File: config.mk
export PLATFORM = sky130hd
export DESIGN_NAME = refclk_out_gen
export DESIGN_NICKNAME = d
export VERILOG_FILES = /design/src/rtl/refclk_pkg.sv /design/src/rtl/refclk_qual.sv /design/src/rtl/refclk_phase.sv /design/src/rtl/refclk_out_gen.sv
export SDC_FILE = /design/constraint.sdc
export NUM_CORES = 1
export LEC_CHECK = 0
export BUFFER_PORTS_ARGS = -buffer_cell sky130_fd_sc_hd__buf_4
export CAP_MARGIN = 20
export CORE_AREA = 4 4 41 43
export DETAILED_ROUTE_END_ITERATION = 7
export DIE_AREA = 0 0 45 47
export HOLD_SLACK_MARGIN = 0.08
export PLACE_DENSITY = 0.57
export SLEW_MARGIN = 30
export SYNTH_ARGS = -nofsm -noshare
export SYNTH_HDL_FRONTEND = slang
export SYNTH_SLANG_ARGS = --single-unit
File: constraint.sdc
create_clock -name clk -period 1.65 [get_ports clk]
set_clock_uncertainty 0.05 [all_clocks]
set_input_delay 0.0825 -clock clk [delete_from_list [all_inputs] [get_ports clk]]
set_output_delay 0.0825 -clock clk [all_outputs]
set_load 0.01 [all_outputs]
File: src/rtl/refclk_pkg.sv
package refclk_pkg;

  typedef enum logic {
    RATIO_SLOW = 1'b0,
    RATIO_FAST = 1'b1
  } ratio_sel_e;

  function automatic int max2(input int a, input int b);
    return (a > b) ? a : b;
  endfunction

endpackage

File: src/rtl/refclk_qual.sv
module refclk_qual (
  input  logic pwr_dn,
  input  logic osc_ready,
  input  logic prog_done,
  input  logic clk_en,
  output logic run
);

  // All enabling conditions must hold at once; power-down overrides them.
  assign run = clk_en & osc_ready & prog_done & ~pwr_dn;

endmodule

File: src/rtl/refclk_phase.sv
module refclk_phase
  import refclk_pkg::*;
#(
  parameter int FAST_DIV = 4,
  parameter int SLOW_DIV = 8
) (
  input  logic       clk,
  input  logic       rst,
  input  logic       run,
  input  ratio_sel_e sel,
  output logic       out_clk,
  output logic       out_rdy
);

  localparam int MAXD = max2(FAST_DIV, SLOW_DIV);
  localparam int CW   = $clog2(MAXD) + 1;

  logic [CW-1:0] len_q;
  logic [CW-1:0] len_sel;
  logic [CW-1:0] pos_q;
  logic [CW-1:0] pos_nxt;
  logic [CW-1:0] half;
  logic          wrap;

  generate
    if (FAST_DIV == SLOW_DIV) begin : g_fixed
      assign len_sel = CW'(FAST_DIV);
    end else begin : g_select
      assign len_sel = (sel == RATIO_FAST) ? CW'(FAST_DIV) : CW'(SLOW_DIV);
    end
  endgenerate

  assign half    = len_q >> 1;
  assign pos_nxt = pos_q + CW'(1);
  assign wrap    = (pos_nxt == len_q);

  always_ff @(posedge clk) begin
    if (rst || !run) begin
      // Held idle: phase parked at zero so the next start is a full period.
      pos_q   <= '0;
      out_clk <= 1'b0;
      out_rdy <= 1'b0;
      len_q   <= len_sel;
    end else if (!out_rdy) begin
      // Activation edge: output and ready rise together on phase 0.
      pos_q   <= '0;
      out_clk <= 1'b1;
      out_rdy <= 1'b1;
      len_q   <= len_sel;
    end else if (wrap) begin
      // Period boundary: the only point where a new ratio is taken.
      pos_q   <= '0;
      out_clk <= 1'b1;
      len_q   <= len_sel;
    end else begin
      pos_q   <= pos_nxt;
      out_clk <= (pos_nxt < half);
    end
  end

endmodule

File: src/rtl/refclk_out_gen.sv
module refclk_out_gen
  import refclk_pkg::*;
#(
  parameter int FAST_DIV = 4,
  parameter int SLOW_DIV = 8
) (
  input  logic clk,
  input  logic rst,
  input  logic pwr_dn,
  input  logic osc_ready,
  input  logic prog_done,
  input  logic clk_en,
  input  logic div_sel,
  output logic clk_out,
  output logic ready_q
);

  logic run;

  refclk_qual u_qual (
    .pwr_dn    (pwr_dn),
    .osc_ready (osc_ready),
    .prog_done (prog_done),
    .clk_en    (clk_en),
    .run       (run)
  );

  refclk_phase #(
    .FAST_DIV (FAST_DIV),
    .SLOW_DIV (SLOW_DIV)
  ) u_phase (
    .clk     (clk),
    .rst     (rst),
    .run     (run),
    .sel     (ratio_sel_e'(div_sel)),
    .out_clk (clk_out),
    .out_rdy (ready_q)
  );

endmodule

==> impl_metrics.py <==
metrics = {
    "placement": {
        "dpl_cell_area_um2": 448,
        "place_ws_ns": 0.105,
        "placedCellCount": 58,
        "place.gp.congestion": 0.717,
        "portBuffers": 8,
    },
    "route": {
        "routed_via_density": 4.21,
        "drcViolationCount": 0,
        "firstDrtPassIters": 4,
        "first_iter_violations": 4,
        "ant_nets": 0,
        "vias": 265,
        "routed_wl_um": 625,
        "routedWlPerCell_um": 9.92,
    },
    "yosys": {
        "syn_avg_cell_area_um2": 10.6,
        "synth_adder_area_share_pct": 6.92,
        "yosysUniqueCellTypes": 20,
        "synth_xor_area_share_pct": 13.5,
        "yosysSeqAreaShare_pct": 49.8,
        "synth.net_count": 43,
        "ys_ff_latch": 8,
        "yosysWarnings": 0,
        "synth_top_family_by_area": "simple AND/OR/NAND/NOR gates",
        "synth.area.mux_share_pct": 0,
        "synth_compound_area_share_pct": 10.4,
        "netlist_area_um2": 362,
        "syn_inst": 34,
        "yosys.area_share.simple_pct": 14.2,
    },
    "final_layout": {
        "multi_input_area_um2": 163,
        "seqCellArea_um2": 180,
        "areaGrowthSynthToFinish_pct": 33.9,
        "fin_util_pct": 37.2,
        "fin_area_um2": 484,
        "fill_cells": 145,
        "drive_gt1_share_pct": 29.2,
        "nets": 58,
        "antenna_cells": 0,
        "final_cell_mix": "buf_4, dfxtp_1, inv_1",
        "final_common_cell": "buf_4",
        "instances_no_fill": 63,
    },
    "critical_path": {
        "path_cells": "inv_2 -> xnor3_1 -> a311o_1",
        "cpPeakStageDelay_ns": 0.44,
        "rrSetupSlack_ns": 0.08,
        "worst_path_max_delay_cell": "a311o_1",
        "r2r-start": "u_phase.len_q[3]",
        "worstPathRequired_ns": 1.59,
        "crit_path_max_fanout": 5,
        "reg2reg_to": "u_phase.len_q[3]",
        "worst_setup_path_start_kind": "flop",
        "critPathCaptureType": "flop",
        "cp_data_arrival_time_ns": 1.51,
        "crit_type": "reg2reg",
        "rr_worst_depth": 3,
    },
    "grt": {
        "grt_max_degree": 6,
        "grt_pass1_vias": 243,
        "grt_busiest_layer": "met2",
        "gr-usage-met1_pct": 7.64,
        "grt_usage_pct": 7.39,
        "met3_usage_pct": 4.60,
        "grt_pass1_wl_mm": 1.05,
        "overflow": 0,
        "antenna_found_initial": 0,
        "use_met2_pct": 11.0,
    },
    "cts": {
        "clk_latency_ns": 0.26,
        "cts_root_buf": "clkbuf_4",
        "cts_buffers": 3,
        "clock-sinks": 8,
        "cts_buffer_depth": 2,
        "htreeDepth": 1,
        "cts_setup_buffers": 0,
        "clkTransAtPathRegs_ns": 0.06,
        "cts_tree": "built",
        "ctsResizeCount": 0,
        "cts_hold_buf": 1,
    },
    "power_and_ir_drop": {
        "ir_drop_uv": 333,
        "power_density_mw_per_mm2": 823,
        "p_total_uw": 399,
        "leakage_nw": 0.230,
    },
    "timing": {
        "tns_ns": 0,
        "relSlewSlack_pct": 83.3,
        "rsz0062_at_grt": "false",
        "worstMarginPinSlew_ns": 0.249,
        "max_freq_mhz": 638,
        "hold_violations": 0,
        "slew_viol_final": 0,
        "hold_ws_ns": 0.104,
        "setup_viol": 0,
        "timing.final.ws_setup_ns": 0.0832,
        "layout_min_cycle_time_ns": 1.57,
        "finalCritPeriodShare_pct": 95.0,
    },
    "floorplanning": {
        "fp.dieH_um": 47,
        "initial_core_util_pct": 27.8,
        "die_area_mm2": 0.00212,
        "die-width_um": 45,
        "core_mm2": 0.00130,
        "placementRows": 13,
        "ios": 9,
    },
    "hold_path": {
        "hold_class": "in2reg",
        "min_to": "u_phase.out_rdy",
        "hp-start": "osc_ready",
        "hold_depth": 3,
    },
    "run_status": {
        "status": "finished clean",
    },
    "run": {
        "cap_viol_max_count": 0,
    },
}
cell usage after synthesis:
cell type,instances,area share [%]
a21boi_0,1,2.1
a21oi_1,1,1.4
a311o_1,1,2.8
a311oi_1,1,2.4
a31oi_1,1,1.7
dfxtp_1,6,33
edfxtp_1,2,17
ha_1,2,6.9
inv_1,4,4.2
inv_2,1,1.0
nand2_1,1,1.0
nand2b_1,1,1.7
nand3_1,2,2.8
nand4_1,1,1.7
nor2_1,3,3.1
nor2b_2,1,2.4
nor3_1,1,1.4
xnor2_1,1,2.4
xnor3_1,1,6.2
xor2_1,2,4.8
where the power goes:
group	internal, mW	total, mW	leakage, nW	switching, mW
sequential	0.204	0.207	0.0696	0.00237
clock	0.0930	0.167	0.0150	0.0739
combinational	0.0168	0.0251	0.145	0.00834
total	0.314	0.399	0.230	0.0846
logic make-up (layout without fill, tap and decap cells):
| kind of cell | after synthesis | count (layout) |
|---|---|---|
| compound gates | 5 | 5 |
| xor+xnor | 4 | 4 |
| fa+ha+maj | 2 | 2 |
| buf+inv | 5 | 19 |
| flops | 8 | 8 |
| simple gates | 10 | 10 |
registers in the layout (all words and copies together) (netlist names):
name and flops:
u_phase.pos_q 4, u_phase.out_clk 1, u_phase.out_rdy 1, u_phase.len_q 2
how the worst max path moves through the flow:
stage | slack, ns | end | start | cells past startpoint
final | 0.08 | u_phase.len_q[3] | u_phase.len_q[3] | 3
after global routing | 0.04 | u_phase.out_clk | u_phase.pos_q[0] | 6
after CTS | 0.08 | u_phase.len_q[3] | u_phase.len_q[3] | 3
after detailed placement | 0.11 | u_phase.len_q[2] | u_phase.len_q[3] | 3
after global placement | 0.10 | u_phase.len_q[2] | u_phase.len_q[3] | 3
after floorplan | 0.17 | u_phase.len_q[2] | u_phase.len_q[3] | 3
final cells by class:
class / instances / share of cell area (%)
sequential: 8 / 37.2
multi-input combinational: 21 / 33.6
inverter: 5 / 3.88
clock buffer: 4 / 5.43
timing repair buffer: 10 / 16.0
tap: 15 / 3.88
layer usage:
metal  vias to the layer above  wire length [um]
li1                        145                 -
met1                       115               251
met2                         5               340
met3                         0                33
met4                         0                 0
met5                         -                 0
critical path: cells and delay by family, from the launching register on:
family	cells	cell delay (ns)
flip-flops	1	0.41
AO/OA/AOI/OAI	1	0.44
buffers and inverters	1	0.10
XOR/XNOR	1	0.29
Power figures use the tool's default switching activity.
